<file path="src/rtl/limiter_pkg.sv">
package limiter_pkg;
  typedef struct packed {
    logic stepUp;
    logic stepDown;
    logic clear;
  } limStrobe_t;
endpackage

</file>
<file path="src/rtl/lim_timer.sv">
module lim_timer #(
  parameter int CNT_W = 20
) (
  input  logic             clk,
  input  logic             rstN,
  input  logic             tick,
  input  logic             run,
  input  logic [CNT_W-1:0] lastVal,
  output logic             expire
);
  logic [CNT_W-1:0] cnt;

  // >= rather than == so a shortened interval never runs away
  assign expire = tick && run && (cnt >= lastVal);

  always_ff @(posedge clk) begin
    if (!rstN || !run) cnt <= '0;
    else if (expire)   cnt <= '0;
    else if (tick)     cnt <= cnt + 1'b1;
  end
endmodule

</file>
<file path="src/rtl/lim_ctrl.sv">
module lim_ctrl
  import limiter_pkg::*;
#(
  parameter int ATK_W = 3,
  parameter int REL_W = 4,
  parameter int CNT_W = 20,
  parameter int REL_BASE = 16
) (
  input  logic             clk,
  input  logic             rstN,
  input  logic             wordTick,
  input  logic             clipFlag,
  input  logic             limEnable,
  input  logic [ATK_W-1:0] attackCode,
  input  logic [REL_W-1:0] releaseCode,
  output limStrobe_t       strobe
);
  localparam int ATK_SH_W = ATK_W + 1;

  logic [CNT_W-1:0] atkLast, relLast;
  logic [ATK_SH_W-1:0] atkShift;
  logic atkRun, relRun, atkExpire, relExpire;

  assign atkShift = {attackCode, 1'b0};
  assign atkLast  = (CNT_W'(1) << atkShift) - CNT_W'(1);
  assign relLast  = (CNT_W'(REL_BASE) << releaseCode) - CNT_W'(1);

  assign atkRun = limEnable && clipFlag;
  assign relRun = limEnable && !clipFlag;

  lim_timer #(.CNT_W(CNT_W)) uAtk (
    .clk(clk), .rstN(rstN), .tick(wordTick), .run(atkRun),
    .lastVal(atkLast), .expire(atkExpire)
  );

  lim_timer #(.CNT_W(CNT_W)) uRel (
    .clk(clk), .rstN(rstN), .tick(wordTick), .run(relRun),
    .lastVal(relLast), .expire(relExpire)
  );

  always_comb begin
    strobe.stepUp   = atkExpire;
    strobe.stepDown = relExpire;
    strobe.clear    = !limEnable;
  end
endmodule

</file>
<file path="src/rtl/lim_datapath.sv">
module lim_datapath
  import limiter_pkg::*;
#(
  parameter int ATTEN_W = 6,
  parameter int ATTEN_MAX = 63
) (
  input  logic               clk,
  input  logic               rstN,
  input  limStrobe_t         strobe,
  input  logic               volMode,
  output logic [ATTEN_W-1:0] attenIdx,
  output logic               useVolume
);
  localparam logic [ATTEN_W-1:0] TOP = ATTEN_W'(ATTEN_MAX);

  logic atTop, atFloor;
  assign atTop   = (attenIdx >= TOP);
  assign atFloor = (attenIdx == '0);

  always_ff @(posedge clk) begin
    if (!rstN) begin
      attenIdx  <= '0;
      useVolume <= 1'b0;
    end else begin
      useVolume <= volMode;
      if (strobe.clear)                       attenIdx <= '0;
      else if (strobe.stepUp && !atTop)       attenIdx <= attenIdx + 1'b1;
      else if (strobe.stepDown && !atFloor)   attenIdx <= attenIdx - 1'b1;
    end
  end
endmodule

</file>
<file path="src/rtl/stepped_limiter.sv">
module stepped_limiter
  import limiter_pkg::*;
#(
  parameter int ATK_W = 3,
  parameter int REL_W = 4,
  parameter int CNT_W = 20,
  parameter int ATTEN_W = 6,
  parameter int ATTEN_MAX = 63
) (
  input  logic               clk,
  input  logic               rstN,
  input  logic               wordTick,
  input  logic               clipFlag,
  input  logic               limEnable,
  input  logic               volMode,
  input  logic [ATK_W-1:0]   attackCode,
  input  logic [REL_W-1:0]   releaseCode,
  output logic [ATTEN_W-1:0] attenIdx,
  output logic               useVolume
);
  limStrobe_t strobe;

  lim_ctrl #(.ATK_W(ATK_W), .REL_W(REL_W), .CNT_W(CNT_W)) uCtrl (
    .clk(clk), .rstN(rstN), .wordTick(wordTick), .clipFlag(clipFlag),
    .limEnable(limEnable), .attackCode(attackCode),
    .releaseCode(releaseCode), .strobe(strobe)
  );

  lim_datapath #(.ATTEN_W(ATTEN_W), .ATTEN_MAX(ATTEN_MAX)) uData (
    .clk(clk), .rstN(rstN), .strobe(strobe), .volMode(volMode),
    .attenIdx(attenIdx), .useVolume(useVolume)
  );
endmodule

</file>
<file path="config.mk">
export PLATFORM = sky130hd
export DESIGN_NAME = stepped_limiter
export DESIGN_NICKNAME = d
export VERILOG_FILES = /design/src/rtl/limiter_pkg.sv /design/src/rtl/lim_timer.sv /design/src/rtl/lim_ctrl.sv /design/src/rtl/lim_datapath.sv /design/src/rtl/stepped_limiter.sv
export SDC_FILE = /design/constraint.sdc
export NUM_CORES = 1
export LEC_CHECK = 0
export ABC_AREA = 1
export BUFFER_PORTS_ARGS = -buffer_cell sky130_fd_sc_hd__buf_2
export CAP_MARGIN = 5
export CORE_MARGIN = 2
export CORE_UTILIZATION = 50
export DETAILED_ROUTE_END_ITERATION = 10
export HOLD_SLACK_MARGIN = 0.08
export MAX_ROUTING_LAYER = met4
export PLACE_DENSITY = 0.76
export SYNTH_ARGS = -nofsm -noshare
export SYNTH_HDL_FRONTEND = slang
export SYNTH_SLANG_ARGS = --single-unit
export TNS_END_PERCENT = 20
</file>
<file path="constraint.sdc">
create_clock -name clk -period 4.4 [get_ports clk]
set_input_delay 0.66 -clock clk [delete_from_list [all_inputs] [get_ports clk]]
set_output_delay 0.66 -clock clk [all_outputs]
set_load 0.05 [all_outputs]
</file>
## Yosys cells after proc, flatten, opt, wreduce, memory -nomap -nowiden

Index checks and enable logic that the tools add are counted.

| operators by class | value |
|---|---|
| shifts and indexed selects | 2 |
| reduce and logical (&&, ||, !) cells | 21 |
| $lt $le $gt $ge | 3 |
| $add $sub $neg | 6 |
| multiplexer cells | 2 |

Operators by type and width:

| cell | number |
|---|---|
| 20-bit by 1-bit adder with 20-bit output, second input constant | 2 |
| 20-bit >= comparator | 2 |
| 20-bit by 2-bit subtractor with 20-bit output, second input constant | 2 |
| 1-bit by 4-bit left shift with 20-bit output, first input constant | 1 |
| 5-bit by 4-bit left shift with 20-bit output, first input constant | 1 |
| 6-bit 2-to-1 mux | 2 |
| 1-bit logical AND | 8 |
| 6-bit by 1-bit adder with 6-bit output, second input constant | 1 |
| 6-bit >= comparator, second input constant | 1 |
| 1-bit logical NOT | 6 |
| 6-bit logical NOT | 1 |
| 6-bit by 1-bit subtractor with 6-bit output, second input constant | 1 |
| 2-bit OR reduction | 2 |
| 1-bit logical OR | 2 |
| 2-bit AND reduction | 1 |
| 2-bit nonzero test | 1 |

| word-level totals | value |
|---|---|
| bits in registers | 47 |
| word-level logic and storage cells | 38 |
| output and inout port bits | 7 |
| input bits | 13 |

## Depth between registers and ports, before layout

Gate-level depths: netlist of run 1.

| logic depth | value |
|---|---|
| word-level depth | 7 |
| gate-level depth with buffers | 27 |
| gate-level depth less buffers | 27 |

## Cells and area by module

Synthesis of run 1 repeated with hierarchy kept, for this count alone.

| unflattened totals | value |
|---|---|
| cell total of the unflattened synthesis | 633 |
| area total of the unflattened synthesis | 4264.1 µm² |

Modules (own cells, without submodules):

| module | area each (µm²) | times used | sequential area each (µm²) | cells an instance |
|---|---|---|---|---|
| lim_timer | 1652.8 | 2 | 400.4 | 235 |
| lim_ctrl | 489.2 | 1 | 0.0 | 95 |
| lim_datapath | 469.2 | 1 | 140.1 | 68 |

## Worst setup path after synthesis of run 1

Ideal clock, no wire load.

| timing | value |
|---|---|
| path kind | input port to flip-flop |
| from | input attackCode[2] |
| to | register uData.attenIdx[5] |
| slack | 0.625 ns |
| setup time | 0.117 ns |
| arrival time | 3.658 ns |
| data required time | 4.283 ns |
| buffers on the path | 0 |
| stages on the path | 26 |
| path through | nor2_1 > nand2_1 > ha_1 > inv_1 > a21oi_1 > nand2_1 > xor2_1 > ha_1 > nand2_1 > inv_1 > nand2_1 > nor2_1 > nand3_1 > nand4_1 > nand3_1 > ha_1 > a21oi_1 > nand2_1 > nand2_1 > nand2_1 > a21oi_1 > inv_1 > o21ai_0 > nand3_1 > nand2_1 > nor2_1 |

| between the ends | value |
|---|---|
| cells in the longest elaborated chain, start to end | 6 |
| elaborated cells between the ends (all ways) | 7 |
| those cells by class | add/sub: 1; order compare: 1; shift: 1; mux: 1; reduce/logical: 3 |

Ends and longest elaborated chain:

| what | line | source |
|---|---|---|
| from (decl) | stepped_limiter.sv:16 | `input logic [ATK_W-1:0] attackCode,` |
| 1-bit by 4-bit left shift with 20-bit output (*) | lim_ctrl.sv:25 | `assign atkLast = (CNT_W'(1) << atkShift) - CNT_W'(1);` |
| 20-bit by 2-bit subtractor with 20-bit output (*) | lim_ctrl.sv:25 |  |
| 20-bit >= comparator (*) | lim_timer.sv:14 | `assign expire = tick && run && (cnt >= lastVal);` |
| 1-bit logical AND (*) | lim_timer.sv:14 |  |
| 1-bit logical AND (*) | lim_datapath.sv:27 | `else if (strobe.stepUp && !atTop) attenIdx <= attenIdx + 1'b1;` |
| 6-bit 2-to-1 mux / 2-bit nonzero test (equally long branches) | -- |  |
| to (signal assigned) | lim_datapath.sv:27 |  |
| to (signal assigned) | lim_datapath.sv:28 | `else if (strobe.stepDown && !atFloor) attenIdx <= attenIdx - 1'b1;` |
| to (decl) | lim_datapath.sv:11 | `output logic [ATTEN_W-1:0] attenIdx,` |

Every way passes the cells marked *; elsewhere a longest branch is shown, timed or not.
A chain may end at the register's enable or synchronous reset.

## Final worst setup path of run 1

| timing | value |
|---|---|
| from | input attackCode[1] |
| to | register uData.attenIdx[5] |

The elaborated chain is that of the path after synthesis.

==> impl_metrics.json, run 1 <==
{
  "dp_hpwl_um": 5530,
  "power_density_mw_per_mm2": 212,
  "cp_data_arrival_time_ns": 4.04,
  "startpoint": "attackCode[1]",
  "grt_pass1_vias": 2771,
  "num-nets-final": 574,
  "drive_gt1_frac": 0.113,
  "dieHeight_um": 87.7,
  "critPathMaxFanout": 8,
  "antenna_left": 0,
  "netlist_area_mm2": 0.00350,
  "netlist.area_leader.share": 0.269,
  "clockRootBuffer": "clkbuf_8",
  "rows": 30,
  "synthToLayoutAreaGrowth_pct": 8.47,
  "yosysSeqAreaShare": 0.269,
  "crit_path_start_kind": "input port",
  "path_class": "input port to flop",
  "synth_nets": 553,
  "htree_num_levels": 2,
  "grt.overflow.total": 0,
  "yosysWarnings": 0,
  "clk_pin_slew_ns": 0.08,
  "grt_max_degree": 21,
  "synthFlopType": "dfxtp_1",
  "hold_viol": 0,
  "required_ns": 4.60,
  "wirelength_um": 6950,
  "ctsResizeCount": 0,
  "fin_setup_tns_ns": 0,
  "cp_slowest_cell": "ha_1",
  "synthCells": 501,
  "via_per_inst": 5.00,
  "die_w_um": 87.7,
  "leakage_uw": 0.00174,
  "firstDrtPassIters": 4,
  "rsz0062_at_grt": "no",
  "antenna_found_initial": 0,
  "clock_latency_ns": 0.31,
  "drv_slew": 0,
  "grt_pass1_wl_um": 11900,
  "synth_top_family_by_area": "simple AND/OR/NAND/NOR gates",
  "r2r_slack_ns": 1.52,
  "synth-edff-count": 0,
  "dr_total_vias": 3096,
  "cp.depth": 27,
  "drtIter0Drc": 111,
  "cts_tree": "done",
  "path_delay_family": "simple AND/OR/NAND/NOR gates",
  "io_pins": 20,
  "min_path_type": "flop to flop",
  "peakVddDrop_mv": 0.174,
  "antennaDiodeCount": 0,
  "whs_endpoint": "uCtrl.uAtk.cnt[18]",
  "synth_seq_cells": 47,
  "min_from": "uCtrl.uAtk.cnt[18]",
  "yosys-top-cells-area": "dfxtp_1, ha_1, nand2_1",
  "period_needed_ns": 3.84,
  "cts_buffer_depth": 2,
  "synthMuxAreaShare": 0,
  "die-area_mm2": 0.00768,
  "avgSynthCellArea_um2": 6.99,
  "final-setup-viol-count": 0,
  "synthXorXnorAreaFrac": 0.0701,
  "hold_slack_ns": 0.470,
  "rr_worst_depth": 19,
  "cp_common_cell": "nand2_1",
  "yosys.area_share.simple": 0.358,
  "synth-compound-area-share": 0.0783,
  "grt_usage": 0.195,
  "finClkSkew_ns": 0.00719,
  "yosys.area.top_type": "dfxtp_1",
  "fmax_mhz": 261,
  "coreArea_mm2": 0.00679,
  "wire_per_inst_um": 11.2,
  "drc": 0,
  "critPathCaptureType": "flop",
  "r2r_end": "uData.attenIdx[5]",
  "gp_congestion": 0.888,
  "status": "finished, final reports clean",
  "port_buffers": 19,
  "clock-sinks": 47,
  "timing.rr.start": "uCtrl.uAtk.cnt[3]",
  "crit_buf_inv": 4,
  "synthAdderAreaFrac": 0.142,
  "period_share": 0.872,
  "start_util": 0.515,
  "postPlaceCellArea_mm2": 0.00370,
  "yosys.cell_types.count": 39,
  "hold_depth": 2,
  "cts_setup_buffers": 0,
  "stdcell_area_mm2": 0.00380,
  "async_flop_share": 0,
  "maxCapViolCount": 0,
  "cp_slowest_stage_delay_ns": 0.36,
  "cts_buffers": 5,
  "ctsHoldBuffers": 0
}
==> power by group <==
part           switching [µW]  internal [µW]
clock                     147            144
combinational            56.4           29.9
sequential               1.05            426
total                     204            600
==> Yosys cell counts, drive strengths merged (2+ instances only) <==
cell / count
a211oi: 2
nor4: 4
xnor2: 12
nor2: 85
or2: 2
nor3b: 7
buf: 4
inv: 65
o21ai: 13
ha: 38
xor2: 16
a21o: 2
nand2: 105
nor3: 12
nand3: 35
nand4: 12
a21oi: 31
dfxtp: 47
clkbuf: 4
==> kinds of logic (layout without fill, tap and decap cells) <==
logic type               after synthesis  in the layout
AND/OR/NAND/NOR                      262            262
adder cells (fa/ha/maj)               39             39
XOR/XNOR                              28             28
buffers and inverters                 73             95
flip-flops                            47             47
AO/OA/AOI/OAI                         51             51
other                                  1              1
==> worst reg2reg max path: stages, from the launching register on <==
cell and delay (ns):
dfxtp_1 0.38, ha_1 0.32, nand2_1 0.05, inv_1 0.07, nand3_1 0.09, nor2_1 0.10, nand3_1 0.07, nand4_1 0.16
nand3_1 0.15, ha_1 0.36, a21oi_1 0.15, nand2_1 0.09, nand2_1 0.06, nand2_1 0.05, a21oi_1 0.17, inv_1 0.06
o21ai_0 0.23, nand3_1 0.11, nand2_1 0.07, nor2_1 0.03
==> registers in the layout, indices dropped and copies added, names as in the netlist <==
name and cells:
uData.useVolume 1, uCtrl.uRel.cnt 20, uCtrl.uAtk.cnt 20, uData.attenIdx 6
==> placed cells by master, fill, tap and decap left out, types with 2 or more instances in the layout <==
| cell | count |
|---|---|
| a211oi_1 | 2 |
| a21o_1 | 2 |
| a21oi_1 | 30 |
| buf_2 | 19 |
| buf_4 | 3 |
| clkbuf_8 | 7 |
| dfxtp_1 | 47 |
| ha_1 | 38 |
| inv_1 | 62 |
| inv_2 | 2 |
| nand2_1 | 96 |
| nand2_2 | 7 |
| nand2_4 | 2 |
| nand3_1 | 34 |
| nand4_1 | 11 |
| nor2_1 | 79 |
| nor2_2 | 2 |
| nor2_4 | 4 |
| nor3_1 | 7 |
| nor3_2 | 2 |
| nor3_4 | 3 |
| nor3b_1 | 5 |
| nor3b_2 | 2 |
| nor4_1 | 3 |
| o21ai_0 | 13 |
| xnor2_1 | 12 |
| xor2_1 | 16 |
==> area by class of cell <==
class / instances / area [µm²]
clock buffer: 8 / 100
timing repair buffer: 22 / 118
inverter: 65 / 246
multi-input combinational: 381 / 2270
fill: 682 / 3000
sequential: 47 / 941
tap: 96 / 120
==> worst max-delay path by stage <==
stage,to,slack (ns)
2_1_floorplan,uData.attenIdx[5],0.63
3_5_place_dp,uData.attenIdx[5],0.25
6_report,uData.attenIdx[5],0.56
3_3_place_gp,uData.attenIdx[5],0.46
4_1_cts,uData.attenIdx[5],0.55
5_1_grt,uData.attenIdx[5],0.09
==> through the flow <==
stage	util	total power [µW]	std cells	worst slack, ns
global placement	0.544	520	611	0.461
detailed placement	0.544	523	611	0.245
finish	0.559	804	619	0.562
floorplan	-	501	501	0.625
global route	0.559	836	619	0.0941
CTS	0.559	807	619	0.550
==> metal layers <==
metal	track usage	wire, µm	up-vias
li1	-	-	1668
met1	0.256	3510	1385
met2	0.317	3210	35
met3	0.0330	175	8
met4	0.0392	57	0
met5	-	0	-
(Power assumes the default switching activity.)
==> inputs of run 2 (changes only) <==
--- a/config.mk
+++ b/config.mk
@@ -13,7 +13,9 @@
 export DETAILED_ROUTE_END_ITERATION = 10
 export HOLD_SLACK_MARGIN = 0.08
 export MAX_ROUTING_LAYER = met4
-export PLACE_DENSITY = 0.76
+export PLACE_DENSITY = 0.67
+export REMOVE_ABC_BUFFERS = 1
+export SKIP_CTS_REPAIR_TIMING = 1
 export SYNTH_ARGS = -nofsm -noshare
 export SYNTH_HDL_FRONTEND = slang
 export SYNTH_SLANG_ARGS = --single-unit
==> impl_metrics.json, run 2 (synthesis gave the netlist of run 1 again) <==
{
  "switching_share": 0.257,
  "power.share.clock": 0.346,
  "coreArea_mm2": 0.00679,
  "clockRootBuffer": "clkbuf_8",
  "cts_buffers": 5,
  "power_density_mw_per_mm2": 208,
  "p_total_uw": 787,
  "seqPwrFrac": 0.542,
  "critPathCaptureType": "flop",
  "drv_slew": 0,
  "rr_worst_depth": 17,
  "drtIter0Drc": 102,
  "stdcell_area_mm2": 0.00379,
  "grt_pass1_vias": 2844,
  "p_int_uw": 585,
  "htree_num_levels": 2,
  "gp_congestion": 0.906,
  "final_common_cell": "nand2_1",
  "rows": 30,
  "p_comb_frac": 0.111,
  "cp_slowest_cell": "ha_1",
  "port_buffers": 19,
  "finClkSkew_ns": 0.00804,
  "wire_per_inst_um": 11.3,
  "grt.overflow.total": 0,
  "maxCapViolCount": 0,
  "wl_met1_um": 3400,
  "num-nets-final": 574,
  "via_per_inst": 5.05,
  "status": "finished, final reports clean",
  "dr_total_vias": 3123,
  "dp_slack_ns": 0.246,
  "wirelength_um": 7000,
  "power.switching_uw": 202,
  "drc": 0,
  "synthToLayoutAreaGrowth_pct": 8.33,
  "r2r_slack_ns": 1.48,
  "period_needed_ns": 3.85,
  "timing.rr.start": "uCtrl.uAtk.cnt[7]",
  "fin_cells": 619,
  "topRoutingLayerUsed": "met4",
  "fin_setup_tns_ns": 0,
  "startpoint": "attackCode[1]",
  "grt_usage": 0.202,
  "final-setup-viol-count": 0,
  "path_class": "input port to flop",
  "die_w_um": 87.7,
  "dp_hpwl_um": 5730,
  "leakage_uw": 0.00174,
  "layout_common_cells": "nand2_1, nor2_1, inv_1",
  "critPathMaxFanout": 8,
  "start_util": 0.515,
  "cts_tree": "done",
  "dieHeight_um": 87.7,
  "clock_latency_ns": 0.30,
  "period_share": 0.875,
  "rsz0062_at_grt": "no",
  "setup.worst_path.end": "uData.attenIdx[5]",
  "route.met3.wl_um": 221,
  "antenna_found_initial": 0,
  "peakVddDrop_mv": 0.125,
  "hold_viol": 0,
  "grt_pass1_wl_um": 12300,
  "cp_common_cell": "nand2_1",
  "cp_data_arrival_time_ns": 4.04,
  "grt_max_degree": 21,
  "die-area_mm2": 0.00768,
  "postPlaceCellArea_mm2": 0.00370,
  "required_ns": 4.59,
  "min_path_type": "flop to flop",
  "drive_gt1_frac": 0.113,
  "clk_pin_slew_ns": 0.09,
  "dr_wl_met2_um": 3350,
  "antennaDiodeCount": 0,
  "cp_slowest_stage_delay_ns": 0.38,
  "fmax_mhz": 260,
  "r2r_end": "uData.attenIdx[5]",
  "cts_buffer_depth": 2,
  "crit_path_start_kind": "input port",
  "reg_top3": "uCtrl.uAtk.cnt: 20 flops, uCtrl.uRel.cnt: 20 flops, uData.attenIdx: 6 flops",
  "antenna_left": 0,
  "dp.cells": 611,
  "firstDrtPassIters": 4,
  "clock-sinks": 47,
  "io_pins": 20,
  "timing.final.ws_setup_ns": 0.551
}
[run 2: cell types whose count changed in the layout (fill, tap and decap cells not counted), sizes merged]
cell | previous run | this run
clkbuf | 8 | 7
clkinv | 0 | 1
[run 2: layer usage]
layer  vias up  track usage
met4         0       0.0350
met5         -            -
li1       1661            -
met2        49        0.335
met1      1409        0.264
met3         4       0.0302
[run 2: per-stage QoR]
step | hold slack [ns] | utilization
final | 0.478 | 0.558
after global routing | 0.507 | 0.558
after CTS | 0.485 | 0.558
after detailed placement | 0.470 | 0.544
after global placement | 0.464 | 0.544
after floorplan | 0.443 | -
[run 2: layout make-up]
cell class / instances / area (µm²)
multi-input cells: 381 / 2270
clock buffers: 7 / 86.3
fillers: 688 / 3000
repair buffers: 22 / 118
well taps: 96 / 120
inverters: 65 / 246
flip-flops and latches: 47 / 941
clock inverters: 1 / 8.76
[run 2: worst min path at each step]
| stage | slack (ns) | depth (start not counted) | endpoint | startpoint |
|---|---|---|---|---|
| CTS | 0.48 | 2 | uCtrl.uAtk.cnt[18] | uCtrl.uAtk.cnt[18] |
| floorplan | 0.44 | 2 | uCtrl.uAtk.cnt[18] | uCtrl.uAtk.cnt[18] |
| global placement | 0.46 | 2 | uCtrl.uAtk.cnt[18] | uCtrl.uAtk.cnt[18] |
| finish | 0.48 | 2 | uCtrl.uAtk.cnt[18] | uCtrl.uAtk.cnt[18] |
| global route | 0.51 | 2 | uCtrl.uAtk.cnt[19] | uCtrl.uAtk.cnt[19] |
| detailed placement | 0.47 | 2 | uCtrl.uAtk.cnt[18] | uCtrl.uAtk.cnt[18] |
[run 2: worst max-delay path, delay by kind of cell]
family | cells | cell delay [ns]
compound gates | 4 | 0.73
buf+inv | 4 | 0.31
xor+xnor | 1 | 0.16
fa+ha+maj | 3 | 0.84
simple gates | 15 | 1.37
[run 2: power groups by stage]
| stage | clock network (µW) | registers [µW] | logic (µW) |
|---|---|---|---|
| floorplan | 0 | 439 | 56.9 |
| global placement | 0 | 437 | 84.7 |
| detailed placement | 0 | 437 | 87.6 |
| CTS | 284 | 427 | 88.1 |
| global route | 304 | 427 | 101 |
| finish | 272 | 427 | 87.8 |
==> inputs of run 3 (changes only) <==
--- a/config.mk
+++ b/config.mk
@@ -6,7 +6,7 @@
 export NUM_CORES = 1
 export LEC_CHECK = 0
 export ABC_AREA = 1
-export BUFFER_PORTS_ARGS = -buffer_cell sky130_fd_sc_hd__buf_2
+export BUFFER_PORTS_ARGS = -buffer_cell sky130_fd_sc_hd__buf_4
 export CAP_MARGIN = 5
 export CORE_MARGIN = 2
 export CORE_UTILIZATION = 50
==> impl_metrics.json, run 3 (synthesis gave the netlist of run 1 again) <==
{
  "coreArea_mm2": 0.00679,
  "dp_hpwl_um": 5720,
  "dp.cells": 611,
  "cts_buffer_depth": 2,
  "final_common_cell": "nand2_1",
  "drc": 0,
  "period_share": 0.877,
  "crit_buf_inv": 5,
  "fmax_mhz": 259,
  "grt_max_degree": 21,
  "port_buffers": 19,
  "crit_path_start_kind": "input port",
  "wire_per_inst_um": 11.4,
  "synthToLayoutAreaGrowth_pct": 9.69,
  "dr_total_vias": 3142,
  "num-nets-final": 574,
  "grt_pass1_vias": 2902,
  "cp_common_cell": "nand2_1",
  "critPathCaptureType": "flop",
  "grt_usage": 0.208,
  "firstDrtPassIters": 4,
  "drive_gt1_frac": 0.113,
  "clockRootBuffer": "clkbuf_8",
  "htree_num_levels": 2,
  "status": "finished, final reports clean",
  "io_pins": 20,
  "leakage_uw": 0.00175,
  "gp_congestion": 0.895,
  "die_w_um": 87.7,
  "period_needed_ns": 3.86,
  "rows": 30,
  "fillers": 666,
  "finClkSkew_ns": 0.00687,
  "cp_data_arrival_time_ns": 4.06,
  "rsz0062_at_grt": "no",
  "layout_common_cells": "nand2_1, nor2_1, inv_1",
  "drtIter0Drc": 155,
  "min_path_type": "flop to flop",
  "wirelength_um": 7050,
  "clock-sinks": 47,
  "clk_pin_slew_ns": 0.09,
  "path_delay_family": "simple AND/OR/NAND/NOR gates",
  "dieHeight_um": 87.7,
  "required_ns": 4.60,
  "critPathMaxFanout": 7,
  "antenna_found_initial": 0,
  "path_class": "input port to flop",
  "grt.overflow.total": 0,
  "cts_tree": "done",
  "fin_cells": 619,
  "drv_slew": 0,
  "maxCapViolCount": 0,
  "cts_buffers": 5,
  "hold_viol": 0,
  "hold_slack_ns": 0.472,
  "peakVddDrop_mv": 0.190,
  "antennaDiodeCount": 0,
  "power_density_mw_per_mm2": 207,
  "die-area_mm2": 0.00768,
  "fin_setup_tns_ns": 0,
  "final-setup-viol-count": 0,
  "via_per_inst": 5.08,
  "cp_slowest_cell": "ha_1",
  "clock_latency_ns": 0.30,
  "cp_slowest_stage_delay_ns": 0.37,
  "grt_pass1_wl_um": 12600,
  "reg_top3": "uCtrl.uAtk.cnt: 20 flops, uCtrl.uRel.cnt: 20 flops, uData.attenIdx: 6 flops",
  "antenna_left": 0,
  "start_util": 0.515
}
[run 3: cell counts in the layout (fill, tap and decap cells not counted)]
Identical to the previous run, type by type.
[run 3: final timing paths]
| path | startpoint | endpoint | slack, ns | cells after the start |
|---|---|---|---|---|
| worst max-delay path | attackCode[0] | uData.attenIdx[5] | 0.54 | 27 |
| worst min-delay path | uCtrl.uAtk.cnt[18] | uCtrl.uAtk.cnt[18] | 0.47 | 2 |
| worst max register to register | uCtrl.uAtk.cnt[7] | uData.attenIdx[5] | 1.39 | 17 |
| worst min register to register | uCtrl.uAtk.cnt[18] | uCtrl.uAtk.cnt[18] | 0.47 | 2 |
[run 3: metal layers]
metal | routed length, µm | share of wire | GRT usage
met2 | 3290 | 0.47 | 0.340
met1 | 3510 | 0.50 | 0.271
met5 | 0 | 0 | -
met3 | 193 | 0.027 | 0.0283
met4 | 52 | 0.0074 | 0.0503
[run 3: where the power goes]
part / leakage (µW) / switching (µW) / internal (µW)
clock network: 0.0000484 / 147 / 129
logic: 0.00132 / 57.1 / 33.5
registers: 0.000379 / 0.987 / 426
[run 3: cell type report]
type | count | area, µm² | area share
clock buffers | 7 | 86.3 | 0.0225
repair buffers | 22 | 165 | 0.0430
flip-flops and latches | 47 | 941 | 0.245
clock inverters | 1 | 8.76 | 0.00228
inverters | 65 | 246 | 0.0642
well taps | 96 | 120 | 0.0313
multi-input cells | 381 | 2270 | 0.592
[run 3: worst register-to-register path, cell delays in order, from the launching register on]
cell     delay [ns]
dfxtp_1        0.36
ha_1           0.33
nand4_1        0.18
nor2_1         0.18
nand3_1        0.08
nand4_1        0.15
nand3_1        0.16
ha_1           0.37
a21oi_1        0.21
nand2_1        0.12
nand2_1        0.07
nand2_1        0.05
a21oi_1        0.16
inv_1          0.05
o21ai_0        0.22
nand3_1        0.12
nand2_1        0.08
nor2_1         0.03
[run 3: through the flow]
step | setup slack [ns] | area [µm²] | total power [µW] | util
6_report | 0.542 | 3840 | 794 | 0.565
5_1_grt | 0.126 | 3840 | 833 | 0.565
4_1_cts | 0.557 | 3840 | 805 | 0.565
3_5_place_dp | 0.222 | 3740 | 528 | 0.551
3_3_place_gp | 0.456 | 3740 | 525 | 0.551
2_1_floorplan | 0.625 | 3460 | 496 | -
